File: config.mk
export PLATFORM = sky130hd
export DESIGN_NAME = bj_round_ctrl
export DESIGN_NICKNAME = d
export VERILOG_FILES = /design/src/rtl/bj_pkg.sv /design/src/rtl/bj_ledger.sv /design/src/rtl/bj_fsm.sv /design/src/rtl/bj_round_ctrl.sv
export SDC_FILE = /design/constraint.sdc
export NUM_CORES = 1
export LEC_CHECK = 0
export ABC_CLOCK_PERIOD_IN_PS = 2700
export BUFFER_PORTS_ARGS = -buffer_cell sky130_fd_sc_hd__buf_2
export CAP_MARGIN = 20
export CORE_UTILIZATION = 57
export CTS_CLUSTER_DIAMETER = 150
export DETAILED_ROUTE_END_ITERATION = 6
export HOLD_SLACK_MARGIN = 0.03
export PLACE_DENSITY = 0.82
export SYNTH_ARGS = -nofsm -noshare
export SYNTH_HDL_FRONTEND = slang
export SYNTH_SLANG_ARGS = --single-unit
File: constraint.sdc
create_clock -name clk -period 2.7 [get_ports clk]
set_clock_uncertainty 0.1 [all_clocks]
set_input_delay 0.27 -clock clk [delete_from_list [all_inputs] [get_ports clk]]
set_output_delay 0.27 -clock clk [all_outputs]
set_load 0.01 [all_outputs]
File: src/rtl/bj_pkg.sv
package bj_pkg;

  typedef enum logic [3:0] {
    ST_BET    = 4'd0,
    ST_DEAL   = 4'd1,
    ST_DEALW  = 4'd2,
    ST_PLAY   = 4'd3,
    ST_PHIT   = 4'd4,
    ST_PHITW  = 4'd5,
    ST_DLR    = 4'd6,
    ST_DHIT   = 4'd7,
    ST_DHITW  = 4'd8,
    ST_SETTLE = 4'd9,
    ST_CHECK  = 4'd10,
    ST_OVER   = 4'd11
  } bj_state_e;

  typedef enum logic [1:0] {
    OC_LOSE = 2'd0,
    OC_PUSH = 2'd1,
    OC_WIN  = 2'd2
  } bj_outcome_e;

  // Round verdict from the two totals; bust_lim is the highest legal total.
  function automatic bj_outcome_e judge(input int ptot, input int dtot, input int bust_lim);
    if (ptot > bust_lim)      return OC_LOSE;
    else if (dtot > bust_lim) return OC_WIN;
    else if (ptot > dtot)     return OC_WIN;
    else if (ptot == dtot)    return OC_PUSH;
    else                      return OC_LOSE;
  endfunction

  // Stake actually accepted: never more than the credits held.
  function automatic int clamp_bet(input int req, input int bal);
    return (req > bal) ? bal : req;
  endfunction

  // Balance after settlement, winnings saturate at the ceiling.
  function automatic int settle_bal(input int bal, input int stake,
                                    input bj_outcome_e oc, input int ceil_v);
    int r;
    case (oc)
      OC_WIN:  r = (bal + stake > ceil_v) ? ceil_v : bal + stake;
      OC_LOSE: r = bal - stake;
      default: r = bal;
    endcase
    return r;
  endfunction

endpackage

File: src/rtl/bj_ledger.sv
module bj_ledger #(
  parameter int BET_W     = 4,
  parameter int BAL_W     = 10,
  parameter int START_BAL = 200,
  parameter int CEIL_BAL  = 1000
) (
  input  logic                clk,
  input  logic                rst_n,
  input  logic                bet_accept,
  input  logic [BET_W-1:0]    bet_in,
  input  logic                settle_fire,
  input  bj_pkg::bj_outcome_e outcome,
  output logic [BAL_W-1:0]    balance
);
  logic [BET_W-1:0] stake_q;
  logic [BAL_W-1:0] bal_q;

  always_ff @(posedge clk) begin
    if (!rst_n) begin
      stake_q <= '0;
      bal_q   <= BAL_W'(START_BAL);
    end else begin
      if (bet_accept)
        stake_q <= BET_W'(bj_pkg::clamp_bet(int'(bet_in), int'(bal_q)));
      if (settle_fire)
        bal_q <= BAL_W'(bj_pkg::settle_bal(int'(bal_q), int'(stake_q), outcome, CEIL_BAL));
    end
  end

  assign balance = bal_q;
endmodule

File: src/rtl/bj_fsm.sv
module bj_fsm #(
  parameter int BET_W    = 4,
  parameter int BAL_W    = 10,
  parameter int TOT_W    = 5,
  parameter int BUST_LIM = 21,
  parameter int D_STAND  = 17,
  parameter int CEIL_BAL = 1000
) (
  input  logic                clk,
  input  logic                rst_n,
  input  logic [BET_W-1:0]    bet_in,
  input  logic                advance,
  input  logic                hit,
  input  logic                stand,
  input  logic                card_valid,
  input  logic [TOT_W-1:0]    player_total,
  input  logic [TOT_W-1:0]    dealer_total,
  input  logic [BAL_W-1:0]    balance,
  output bj_pkg::bj_state_e   state,
  output logic                bet_accept,
  output logic                settle_fire,
  output bj_pkg::bj_outcome_e outcome,
  output logic                draw_player,
  output logic                draw_dealer,
  output logic                hole_reveal
);
  import bj_pkg::*;

  localparam logic [TOT_W-1:0] BUST_V  = TOT_W'(BUST_LIM);
  localparam logic [TOT_W-1:0] STAND_V = TOT_W'(D_STAND);
  localparam logic [BAL_W-1:0] CEIL_V  = BAL_W'(CEIL_BAL);

  bj_state_e st_q, st_d;
  logic [1:0] deal_cnt;
  logic       reveal_q;
  logic       p_bust, d_wants, game_end;

  assign p_bust   = player_total > BUST_V;
  assign d_wants  = dealer_total < STAND_V;
  assign game_end = (balance == '0) || (balance >= CEIL_V);

  always_comb begin
    st_d = st_q;
    case (st_q)
      ST_BET:    if (advance && (bet_in != '0)) st_d = ST_DEAL;
      ST_DEAL:   st_d = ST_DEALW;
      ST_DEALW:  if (card_valid) st_d = (deal_cnt == 2'd3) ? ST_PLAY : ST_DEAL;
      ST_PLAY: begin
        if (p_bust)     st_d = ST_SETTLE;
        else if (stand) st_d = ST_DLR;
        else if (hit)   st_d = ST_PHIT;
      end
      ST_PHIT:   st_d = ST_PHITW;
      ST_PHITW:  if (card_valid) st_d = ST_PLAY;
      ST_DLR:    st_d = d_wants ? ST_DHIT : ST_SETTLE;
      ST_DHIT:   st_d = ST_DHITW;
      ST_DHITW:  if (card_valid) st_d = ST_DLR;
      ST_SETTLE: st_d = ST_CHECK;
      ST_CHECK:  st_d = game_end ? ST_OVER : ST_BET;
      ST_OVER:   st_d = ST_OVER;
      default:   st_d = ST_BET;
    endcase
  end

  always_ff @(posedge clk) begin
    if (!rst_n) begin
      st_q     <= ST_BET;
      deal_cnt <= 2'd0;
      reveal_q <= 1'b0;
    end else begin
      st_q <= st_d;
      if (st_q == ST_BET)
        deal_cnt <= 2'd0;
      else if (st_q == ST_DEALW && card_valid)
        deal_cnt <= deal_cnt + 2'd1;
      if (bet_accept)
        reveal_q <= 1'b0;
      else if (st_q == ST_PLAY && stand && !p_bust)
        reveal_q <= 1'b1;
    end
  end

  assign state       = st_q;
  assign bet_accept  = (st_q == ST_BET) && advance && (bet_in != '0);
  assign settle_fire = (st_q == ST_SETTLE);
  assign outcome     = judge(int'(player_total), int'(dealer_total), BUST_LIM);
  assign draw_player = ((st_q == ST_DEAL) && !deal_cnt[0]) || (st_q == ST_PHIT);
  assign draw_dealer = ((st_q == ST_DEAL) &&  deal_cnt[0]) || (st_q == ST_DHIT);
  assign hole_reveal = reveal_q;
endmodule

File: src/rtl/bj_round_ctrl.sv
module bj_round_ctrl #(
  parameter int BET_W     = 4,
  parameter int BAL_W     = 10,
  parameter int TOT_W     = 5,
  parameter int START_BAL = 200,
  parameter int CEIL_BAL  = 1000,
  parameter int BUST_LIM  = 21,
  parameter int D_STAND   = 17
) (
  input  logic             clk,
  input  logic             rst_n,
  input  logic [BET_W-1:0] bet_in,
  input  logic             advance,
  input  logic             hit,
  input  logic             stand,
  input  logic             card_valid,
  input  logic [TOT_W-1:0] player_total,
  input  logic [TOT_W-1:0] dealer_total,
  output logic             draw_player,
  output logic             draw_dealer,
  output logic             hole_reveal,
  output logic [BAL_W-1:0] balance,
  output logic [3:0]       state_code,
  output logic             game_over
);
  import bj_pkg::*;

  bj_state_e   state;
  bj_outcome_e outcome;
  logic        bet_accept;
  logic        settle_fire;

  bj_fsm #(
    .BET_W(BET_W), .BAL_W(BAL_W), .TOT_W(TOT_W),
    .BUST_LIM(BUST_LIM), .D_STAND(D_STAND), .CEIL_BAL(CEIL_BAL)
  ) u_fsm (
    .clk(clk), .rst_n(rst_n), .bet_in(bet_in), .advance(advance),
    .hit(hit), .stand(stand), .card_valid(card_valid),
    .player_total(player_total), .dealer_total(dealer_total),
    .balance(balance), .state(state), .bet_accept(bet_accept),
    .settle_fire(settle_fire), .outcome(outcome),
    .draw_player(draw_player), .draw_dealer(draw_dealer),
    .hole_reveal(hole_reveal)
  );

  bj_ledger #(
    .BET_W(BET_W), .BAL_W(BAL_W), .START_BAL(START_BAL), .CEIL_BAL(CEIL_BAL)
  ) u_ledger (
    .clk(clk), .rst_n(rst_n), .bet_accept(bet_accept), .bet_in(bet_in),
    .settle_fire(settle_fire), .outcome(outcome), .balance(balance)
  );

  assign state_code = state;
  assign game_over  = (state == ST_OVER);
endmodule

Yosys cells after proc, flatten, opt, wreduce, memory -nomap -nowiden

Cells that the tools add are included.

Reductions and logical operators: 22
Equal/unequal tests: 19
Multiplexer cells: 18
Add/sub/neg operators: 3
$lt $le $gt $ge: 8
Bitwise operators: 1

Operators with widths:

| cell                                                                    | count |
|---|---|
| 4-bit one-hot mux with 12 select lines                                  | 1 |
| 4-bit 2-to-1 mux                                                        | 10 |
| 10-bit one-hot mux with 2 select lines                                  | 1 |
| 4-bit by 3-bit == test with 1-bit output (second input constant)        | 4 |
| 4-bit == test (second input constant)                                   | 4 |
| 5-bit > comparator (second input constant)                              | 3 |
| 10-bit by 4-bit adder with 11-bit output                                | 1 |
| 11-bit by 10-bit > comparator with 1-bit output (second input constant) | 1 |
| 10-bit >= comparator (second input constant)                            | 1 |
| 4-bit by 10-bit > comparator with 1-bit output                          | 1 |
| 10-bit zero test                                                        | 1 |
| 10-bit 2-to-1 mux                                                       | 1 |
| 10-bit by 4-bit subtractor with 10-bit output                           | 1 |
| 4-bit by 2-bit == test with 1-bit output (second input constant)        | 2 |
| 1-bit logical AND                                                       | 8 |
| 2-bit 2-to-1 mux                                                        | 4 |
| 2-bit inequality test (second input constant)                           | 3 |
| 5-bit == test                                                           | 1 |
| 5-bit > comparator                                                      | 1 |
| 5-bit < comparator (second input constant)                              | 1 |
| 5-bit AND reduction                                                     | 1 |
| 2-bit == test (second input constant)                                   | 2 |
| 4-bit by 1-bit == test with 1-bit output (second input constant)        | 1 |
| 4-bit zero test                                                         | 1 |
| other kinds (12)                                                        | 16 |

Input bits: 20
Register bits: 21
Output and inout port bits: 18

Depth between registers and ports, before layout

Gate-level depths: netlist (run 1).

Depth after elaboration: 8
Gate-level depth with buffers: 10
Gate-level depth less buffers: 10

Hierarchy

Synthesis (run 1) repeated with hierarchy kept, for this count alone.

Cell total of the unflattened synthesis: 284
Area total of the unflattened synthesis: 2,288.4 µm²

By module, submodules not included:

| module        | cells each | area each (µm²) | instances |
|---|---|---|---|
| bj_ledger     | 180        | 1,488.9         | 1 |
| bj_fsm        | 103        | 789.5           | 1 |
| bj_round_ctrl | 1          | 10.0            | 1 |

Least setup slack after synthesis (run 1)

OpenSTA, ideal clock, no wires.

Kind: register to register
Start point: register u_ledger.bal_q[1] (netlist: u_ledger.balance[1])
End point: register u_ledger.stake_q[1]
Cell stages (with the launch flop): 10
Required time: 2.484 ns
Period minus slack after synthesis: 2.310 ns
Data arrival time: 2.094 ns
Path slack: 0.390 ns
Cell sequence: dfxtp_1 -> inv_1 -> ha_1 -> nor2b_1 -> o21a_1 -> o21ai_1 -> a2111oi_4 -> mux2i_1 -> nand2_1 -> o211a_1

Longest elaborated chain between the ends: 2

RTL lines:

| element                                        | RTL line        | RTL |
|---|---|---|
| from (decl)                                    | bj_ledger.sv:16 | `logic [BAL_W-1:0] bal_q;` |
| from (signal assigned)                         | bj_ledger.sv:21 | `bal_q <= BAL_W'(START_BAL);` |
| from (signal assigned)                         | bj_ledger.sv:26 | `bal_q <= BAL_W'(bj_pkg::settle_bal(int'(bal_q), int'(stake_q), outcome, CEIL_BAL));` |
| 4-bit by 10-bit > comparator with 1-bit output | bj_pkg.sv:35    | `return (req > bal) ? bal : req;` |
| 4-bit 2-to-1 mux (*)                           | bj_pkg.sv:35    |  |
| to (signal assigned)                           | bj_ledger.sv:24 | `stake_q <= BET_W'(bj_pkg::clamp_bet(int'(bet_in), int'(bal_q)));` |
| to (decl)                                      | bj_ledger.sv:15 | `logic [BET_W-1:0] stake_q;` |

Every way passes the cells marked *; elsewhere a longest branch is shown, timed or not.
A chain may end at the register's enable or synchronous reset.

Worst setup path in the final report (run 1)

Start point: register u_ledger.bal_q[1] (netlist: u_ledger.balance[1])
End point: register u_ledger.stake_q[2]

Longest elaborated chain between the ends: 2

RTL lines:

| element                                        | RTL line |
|---|---|
| 4-bit by 10-bit > comparator with 1-bit output | bj_pkg.sv:35 |
| 4-bit 2-to-1 mux                               | bj_pkg.sv:35 |

Every way passes these cells.

==> results of run 1 <==
-- worst max-delay path, cell delays in order (launching register included) --
cell       delay (ns)
dfxtp_1          0.49
inv_1            0.16
ha_1             0.32
nor2b_1          0.14
o21a_1           0.13
o21ai_1          0.09
a2111oi_4        0.48
mux2i_1          0.24
nand2_1          0.08
o211a_1          0.15
-- path summary, 6_finish.rpt --
path	startpoint	end	slack, ns	depth (start not counted)
worst max-delay path	u_ledger.balance[1]$_SDFFE_PN0P_	u_ledger.stake_q[2]$_SDFFE_PN0P_	0.22	9
worst min register to register	u_fsm.hole_reveal$_SDFFE_PP0P_	u_fsm.hole_reveal$_SDFFE_PP0P_	0.42	2
worst min-delay path	stand	u_fsm.hole_reveal$_SDFFE_PP0P_	0.24	3
worst max register to register	u_ledger.balance[1]$_SDFFE_PN0P_	u_ledger.stake_q[2]$_SDFFE_PN0P_	0.22	9
-- synthesized netlist by cell type (2+ instances only) --
library cell  count  area share, %
a21oi_1          18            4.2
xnor2_1           2           0.82
nor3b_1           2           0.70
o21a_1            3            1.0
o21ai_0          17            4.0
o22ai_1           3           0.87
a31oi_1           3           0.87
a21boi_0          2           0.70
nand2b_1         10            2.9
nor4_1            3           0.87
o311a_1           2           0.93
nand4_1           3           0.87
nor3_1            7            1.6
fa_1              2            1.9
or3_1             2           0.58
dfxtp_1          21             20
buf_2             4           0.93
nor3_2            2           0.93
o211a_1           4            1.9
a21boi_1          2           0.70
o41ai_4           2            2.6
and4_1            2           0.82
nand3_1           7            1.6
mux2i_1           4            1.9
o31ai_1           2           0.70
nand2_1          22            3.8
o31a_1            2           0.82
ha_1             18             10
xor2_1            4            1.6
and2_1            4            1.2
clkbuf_1          7            1.2
inv_1            17            3.0
o21ai_1           7            1.6
buf_4             2           0.70
nor2_1           31            5.4
o211ai_1          2           0.70
nor2b_1          11            3.2
o311ai_1          2           0.82
-- power groups by stage --
stage          logic, uW  clock network, uW  registers, uW
4_1_cts              635                220            390
5_1_grt              726                228            400
3_3_place_gp         625                  0            397
3_5_place_dp         632                  0            398
2_1_floorplan        471                  0            400
6_report             642                216            390
-- routing by layer --
layer	vias up	wire length (um)	GRT usage (%)
met5	-	0	0
met4	0	46	7.10
met3	5	299	3.08
met2	77	2520	50.7
met1	981	2390	36.4
li1	1098	-	-
-- cell families (layout without fill, tap and decap cells) --
logic type               after synthesis  count (layout)  share of synthesized area, %
AND/OR/NAND/NOR                      114             114                          27.6
AO/OA/AOI/OAI                         85              85                          29.6
buffers and inverters                 32              69                          6.53
flip-flops                            21              21                          19.6
adder cells (fa/ha/maj)               20              20                          12.4
XOR/XNOR                               6               6                          2.45
multiplexers                           4               4                          1.87
-- repair_timing --
action | CTS | global route
endpoints found under the hold margin | 0 | 0
endpoints found under the setup margin | 0 | 1
setup buffers | 0 | 0
-- area by class of cell --
type	count	area [um^2]
multi-input combinational	229	1590
clock buffer	4	45.0
timing repair buffer	47	260
sequential	21	420
tap	46	57.6
inverter	18	67.6
fill	301	1030
-- flip-flops by register name (all words and copies together), names as in the netlist --
name	cells
u_ledger.stake_q	4
u_fsm.deal_cnt	2
u_fsm.state	4
u_fsm.hole_reveal	1
u_ledger.balance	10
-- through the flow --
step	setup WS [ns]	area, um^2	hold slack, ns	total power [uW]	utilization (%)
after floorplan	0.390	2150	0.312	872	-
after global placement	0.241	2390	0.405	1020	68.9
after detailed placement	0.165	2390	0.417	1030	68.9
after CTS	0.147	2440	0.244	1240	70.2
after global routing	0.0509	2440	0.284	1350	70.2
final	0.221	2440	0.240	1250	70.2
==> impl_metrics.env, run 1 <==
export IMPL_setup_tns_ns=0
export IMPL_synth_edff_count=0
export IMPL_cts_max_level=1
export IMPL_slew_headroom_pct=61.4
export IMPL_crit_type="flip-flop to flip-flop"
export IMPL_switchingPower_uw=523
export IMPL_cts_made_buffers=3
export IMPL_grt_max_degree=23
export IMPL_synth_area_mm2=0.00215
export IMPL_synthArstFlopShare_pct=0
export IMPL_most_common_layout_cells="37 x buf_2, 31 x nor2_1, 22 x nand2_1"
export IMPL_fin_crit_ns=2.48
export IMPL_root_buffer="clkbuf_8"
export IMPL_vias=2161
export IMPL_drt_initial_drc_count=166
export IMPL_finalSetupViolations=0
export IMPL_initial_utilization_pct=61.9
export IMPL_worstPathArrival_ns=2.54
export IMPL_clockBufferDepth=2
export IMPL_internal_power_uw=726
export IMPL_hp_class="primary input to flip-flop"
export IMPL_synth_cells=282
export IMPL_finalCritPeriodShare_pct=91.8
export IMPL_rows=21
export IMPL_io_buffers=37
export IMPL_drive_above_1_share_pct=20.1
export IMPL_ioPinCount=38
export IMPL_cts_tree="built"
export IMPL_ys_warnings_count=0
export IMPL_ant_nets=0
export IMPL_clk_latency_ns=0.27
export IMPL_firstDrtPassIters=4
export IMPL_maxSlewViolCount=0
export IMPL_seqPwrFrac_pct=31.3
export IMPL_power_frac_comb_pct=51.4
export IMPL_yosysSeqAreaShare_pct=19.6
export IMPL_hold_viol=0
export IMPL_worst_pin_slew_ns=0.572
export IMPL_ctsResizeCount=0
export IMPL_outcome="finished, final reports clean"
export IMPL_drc_errors=0
export IMPL_grt_pass1_vias=2046
export IMPL_dieHeight_um=63.4
export IMPL_power_density_mw_per_mm2=513
export IMPL_cp_max_fo=7
export IMPL_ys_ff_latch=21
export IMPL_clk_pin_slew_worst_paths_ns=0.07
export IMPL_overflow=0
export IMPL_dp_cells=361
export IMPL_antenna_found_initial=0
export IMPL_track_usage_pct=28.6
export IMPL_wl_um=5260
export IMPL_cap_violations=0
export IMPL_place_gp_congestion=0.914
export IMPL_stdcell_count=365
export IMPL_dieWidth_um=63.4
export IMPL_crit_path_end_kind="flip-flop"
export IMPL_num_antenna_cells=0
export IMPL_syn_nets=322
export IMPL_peakVddDrop_mv=0.381
export IMPL_die_area_mm2=0.00401
export IMPL_leakagePower_uw=0.00109
export IMPL_coreArea_mm2=0.00347
export IMPL_switching_share_pct=41.8
export IMPL_cts_sinks=21
export IMPL_crit_path_start_kind="flip-flop"
export IMPL_cp_data_required_time_ns=2.76
export IMPL_synthDistinctLibCells=62
export IMPL_cts_hold_buf=0
export IMPL_syn_to_final_growth_pct=13.5
export IMPL_dp_hpwl_um=3970
export IMPL_ys_flop_type="dfxtp_1"
export IMPL_pwr_share_clk_pct=17.3
export IMPL_fin_nets=360
export IMPL_fmax_mhz=403
export IMPL_drt_vias_per_instance=5.92
export IMPL_rsz0062_at_grt="false"
export IMPL_wl_per_cell_um=14.4
export IMPL_final_common_cell="buf_2"
export IMPL_grt_pass1_wl_um=9190
export IMPL_avgSynthCellArea_um2=7.61
No activity file was read; power rests on OpenSTA's default activity.
==> run 2, diff against run 1 <==
- CORE_UTILIZATION: 57 -> 58
- CTS_BUF_LIST: default -> sky130_fd_sc_hd__clkbuf_2 sky130_fd_sc_hd__clkbuf_4 sky130_fd_sc_hd__clkbuf_8
- GPL_TIMING_DRIVEN: default -> 0
- PLACE_DENSITY: 0.82 -> 0.83
==> impl_metrics.env, run 2 (same netlist as run 1, synthesis figures left out) <==
export IMPL_die_area_mm2=0.00395
export IMPL_cts_made_buffers=3
export IMPL_cap_violations=0
export IMPL_grt_max_degree=13
export IMPL_crit_path_start_kind="flip-flop"
export IMPL_cpPeakStageDelay_ns=0.48
export IMPL_cts_sinks=21
export IMPL_final_common_cell="buf_2"
export IMPL_firstDrtPassIters=5
export IMPL_clk_pin_slew_worst_paths_ns=0.08
export IMPL_rows=21
export IMPL_maxSlewViolCount=0
export IMPL_num_antenna_cells=0
export IMPL_cp_max_fo=8
export IMPL_leakagePower_uw=0.00108
export IMPL_cp_data_required_time_ns=2.80
export IMPL_track_usage_pct=27.6
export IMPL_initial_utilization_pct=62.3
export IMPL_drt_vias_per_instance=5.92
export IMPL_grt_pass1_wl_um=8890
export IMPL_setup_tns_ns=0
export IMPL_clk_latency_ns=0.26
export IMPL_crit_type="flip-flop to flip-flop"
export IMPL_crit_path_end_kind="flip-flop"
export IMPL_drive_above_1_share_pct=19.4
export IMPL_antenna_found_initial=0
export IMPL_hold_viol=0
export IMPL_coreArea_mm2=0.00344
export IMPL_slew_headroom_pct=61.8
export IMPL_finalSetupViolations=0
export IMPL_finalCritPeriodShare_pct=94.8
export IMPL_dp_hpwl_um=3970
export IMPL_peakVddDrop_mv=0.315
export IMPL_io_buffers=37
export IMPL_holdWs_ns=0.191
export IMPL_place_gp_congestion=0.924
export IMPL_worstPathArrival_ns=2.66
export IMPL_wl_per_cell_um=14.2
export IMPL_clockBufferDepth=2
export IMPL_path_cells="ha_1 > buf_2 > nor2b_1 > a21oi_1 > xnor2_1 > o21ai_1 > a31oi_1 > nand3_1 > a21boi_1"
export IMPL_hp_class="primary input to flip-flop"
export IMPL_ioPinCount=38
export IMPL_rsz0062_at_grt="false"
export IMPL_grt_pass1_vias=1974
export IMPL_dieHeight_um=62.8
export IMPL_num_fill_cells=296
export IMPL_dieWidth_um=62.8
export IMPL_drt_initial_drc_count=184
export IMPL_fin_crit_ns=2.56
export IMPL_fmax_mhz=391
export IMPL_worst_pin_slew_ns=0.565
export IMPL_cts_hold_buf=0
export IMPL_vias=2191
export IMPL_post_cts_buffers=0
export IMPL_post_route_util_pct=70.9
export IMPL_wl_um=5270
export IMPL_fin_nets=365
export IMPL_outcome="finished, final reports clean"
export IMPL_most_common_layout_cells="42 x buf_2, 31 x nor2_1, 22 x nand2_1"
export IMPL_cts_max_level=1
export IMPL_ctsResizeCount=0
export IMPL_power_density_mw_per_mm2=508
export IMPL_drc_errors=0
export IMPL_overflow=0
export IMPL_crit_slowest_cell="dfxtp_1"
export IMPL_cts_tree="built"
export IMPL_root_buffer="clkbuf_8"
export IMPL_ant_nets=0
export IMPL_largest_reg_flops=10
export IMPL_syn_to_final_growth_pct=13.7
-- run 2: cell types whose count changed in the layout (fill, tap and decap cells not counted) --
cell	delta
buf_4	-8
clkbuf_1	+6
buf_2	+5
buf_6	+1
clkinv_2	+1
-- run 2: metrics by stage --
| step | instances | cell area (um^2) | power [uW] | setup slack [ns] |
|---|---|---|---|---|
| after CTS | 369 | 2430 | 1240 | 0.163 |
| after detailed placement | 365 | 2390 | 1030 | 0.115 |
| final | 370 | 2440 | 1240 | 0.139 |
| after floorplan | 282 | 2150 | 872 | 0.390 |
| after global placement | 365 | 2390 | 1010 | 0.150 |
| after global routing | 370 | 2440 | 1340 | 0.00129 |
-- run 2: final timing paths --
kind | end | slack (ns) | startpoint | depth (start not counted)
hold / removal | u_ledger.balance[9]$_SDFFE_PN0P_ | 0.19 | rst_n | 3
hold reg to reg | u_fsm.hole_reveal$_SDFFE_PP0P_ | 0.43 | u_fsm.hole_reveal$_SDFFE_PP0P_ | 2
setup / recovery | u_ledger.balance[2]$_SDFFE_PN0P_ | 0.14 | u_ledger.balance[3]$_SDFFE_PN1P_ | 9
setup reg to reg | u_ledger.balance[2]$_SDFFE_PN0P_ | 0.14 | u_ledger.balance[3]$_SDFFE_PN1P_ | 9
-- run 2: cell type report --
type | count | area [um^2] | share of cell area, %
clock buffers | 3 | 41.3 | 1.69
flip-flops and latches | 21 | 420 | 17.2
inverters | 18 | 67.6 | 2.77
clock inverters | 1 | 5.00 | 0.205
plain buffers | 14 | 72.6 | 2.97
well taps | 46 | 57.6 | 2.36
repair buffers | 38 | 190 | 7.79
multi-input cells | 229 | 1590 | 65.0
-- run 2: per-layer routing --
layer  vias up  track usage (%)  part of all wire, %
met5         -                0                    0
met4         0             10.5                  1.5
met3         9             3.10                  5.6
met2        85             44.8                   47
met1       995             37.1                   46
li1       1102                -                    -
-- run 2: critical path: cells and delay by family, from the launching register on --
kind / cells / cell delay (ns)
AO/OA/AOI/OAI: 4 / 0.99
XOR/XNOR: 1 / 0.16
adder cells (fa/ha/maj): 1 / 0.28
buffers and inverters: 1 / 0.19
flip-flops: 1 / 0.48
AND/OR/NAND/NOR: 2 / 0.30
-- run 2: power by group --
part	total (uW)	internal, uW	switching (uW)
clock network	210	103	107
logic	632	258	373
registers	397	349	48.1
total	1240	710	528
==> run 3, diff against run 2 <==
- BUFFER_PORTS_ARGS: -buffer_cell sky130_fd_sc_hd__buf_2 -> default
- CORE_UTILIZATION: 58 -> 45
- DONT_BUFFER_PORTS: default -> 1
- PLACE_DENSITY: 0.83 -> 0.61
==> impl_metrics.env, run 3 (same netlist as run 1, synthesis figures left out) <==
export IMPL_outcome="complete, but fails checks"
export IMPL_violations="design-rule violations"
export IMPL_dieWidth_um=71.1
export IMPL_die_area_mm2=0.00505
export IMPL_worst_pin_slew_ns=0.751
export IMPL_drt_vias_per_instance=5.95
export IMPL_rsz0062_at_grt="false"
export IMPL_vias=2018
export IMPL_num_antenna_cells=0
export IMPL_track_usage_pct=22.7
export IMPL_antenna_found_initial=0
export IMPL_root_buffer="clkbuf_8"
export IMPL_clockBufferDepth=2
export IMPL_cts_made_buffers=3
export IMPL_drt_initial_drc_count=141
export IMPL_cap_violations=0
export IMPL_most_common_layout_cells="31 x nor2_1, 22 x nand2_1, 18 x ha_1, 18 x dfxtp_1"
export IMPL_finalCritPeriodShare_pct=93.4
export IMPL_hold_viol=0
export IMPL_firstDrtPassIters=6
export IMPL_initial_utilization_pct=48.0
export IMPL_dieHeight_um=71.1
export IMPL_grt_max_degree=14
export IMPL_dp_hpwl_um=4120
export IMPL_worstPathArrival_ns=2.58
export IMPL_io_buffers=0
export IMPL_overflow=0
export IMPL_dp_cells=335
export IMPL_coreArea_mm2=0.00447
export IMPL_cp_max_fo=8
export IMPL_use_met1_pct=30.8
export IMPL_grt_pass1_vias=1932
export IMPL_wl_per_cell_um=15.6
export IMPL_final_common_cell="nor2_1"
export IMPL_setup_tns_ns=0
export IMPL_crit_type="flip-flop to flip-flop"
export IMPL_finalSetupViolations=0
export IMPL_fin_crit_ns=2.52
export IMPL_regArea_um2=424
export IMPL_crit_path_start_kind="flip-flop"
export IMPL_grtUsageMet2_pct=37.6
export IMPL_cts_hold_buf=0
export IMPL_cts_max_level=1
export IMPL_stdcell_count=339
export IMPL_drive_above_1_share_pct=10.5
export IMPL_slew_headroom_pct=49.5
export IMPL_ant_nets=0
export IMPL_fin_nets=328
export IMPL_ioPinCount=38
export IMPL_grt_util_met3_pct=2.99
export IMPL_clk_pin_slew_worst_paths_ns=0.09
export IMPL_cp_data_required_time_ns=2.76
export IMPL_fmax_mhz=397
export IMPL_leakagePower_uw=0.000915
export IMPL_cts_sinks=21
export IMPL_holdWs_ns=0.0392
export IMPL_power_density_mw_per_mm2=534
export IMPL_peakVddDrop_mv=0.268
export IMPL_rows=24
export IMPL_largest_reg_flops=10
export IMPL_clk_latency_ns=0.27
export IMPL_multi_input_area_mm2=0.00159
export IMPL_crit_path_end_kind="flip-flop"
export IMPL_hp_class="primary input to flip-flop"
export IMPL_num_fill_cells=462
export IMPL_maxSlewViolCount=0
export IMPL_wl_um=5290
export IMPL_grt_pass1_wl_um=9100
export IMPL_drc_errors=4
export IMPL_grt_busiest_layer="met2"
export IMPL_cts_tree="built"
export IMPL_place_gp_congestion=0.797
export IMPL_syn_to_final_growth_pct=5.89
[run 3: cell count changes in the layout (fill, tap and decap cells not counted)]
cell        change
a21oi_2         +1
buf_2          -37
clkinvlp_4      +1
dfxtp_1         -3
a21oi_1         -1
clkinv_2        -1
dfxtp_2         +3
[run 3: what timing repair did]
action	4_1_cts	5_1_grt
endpoints found under the setup margin	0	9
buffers inserted	0	0
gates resized for setup	0	4
[run 3: worst paths after layout]
path / slack, ns / startpoint / depth (start not counted) / endpoint
min reg2reg: 0.45 / u_ledger.stake_q[2]$_SDFFE_PN0P_ / 1 / u_ledger.stake_q[2]$_SDFFE_PN0P_
max reg2reg: 0.18 / u_ledger.balance[3]$_SDFFE_PN1P_ / 9 / u_ledger.balance[4]$_SDFFE_PN0P_
max: 0.18 / u_ledger.balance[3]$_SDFFE_PN1P_ / 9 / u_ledger.balance[4]$_SDFFE_PN0P_
min: 0.04 / rst_n / 2 / u_ledger.balance[9]$_SDFFE_PN0P_
[run 3: power by group]
group | switching [uW] | internal [uW] | leakage, uW
Clock | 121 | 105 | 0.0000217
Combinational | 346 | 233 | 0.000722
Sequential | 60.5 | 349 | 0.000171
Total | 528 | 687 | 0.000915
[run 3: area by class of cell]
class,count,area share [%]
Inverter,18,2.97
Timing Repair Buffer,1,0.220
Sequential cell,21,18.7
Buffer,14,3.19
Multi-Input combinational cell,229,69.9
Tap cell,52,2.86
Clock buffer,3,1.82
Clock inverter,1,0.330
[run 3: worst max-delay path: stages (launching register included)]
cell and delay [ns]:
dfxtp_2 0.45, ha_1 0.26, buf_2 0.19, nor2b_1 0.17, a211o_1 0.35, xor2_1 0.17, nor2_1 0.16, a31oi_1 0.17
a221oi_1 0.32, nor2b_1 0.07
[run 3: per-layer routing]
metal | routed length (um) | vias up
met5 | 0 | -
li1 | - | 1031
met2 | 2400 | 59
met1 | 2580 | 921
met4 | 65 | 0
met3 | 250 | 7
[run 3: per-stage QoR]
step	worst slack, ns	cell area [um^2]	total power (uW)	utilization, %
final	0.178	2270	1210	50.8
after floorplan	0.390	2150	872	-
after detailed placement	0.0849	2220	988	49.5
after CTS	0.0605	2260	1210	50.6
after global placement	0.112	2210	983	49.4
after global routing	0.00677	2270	1320	50.8
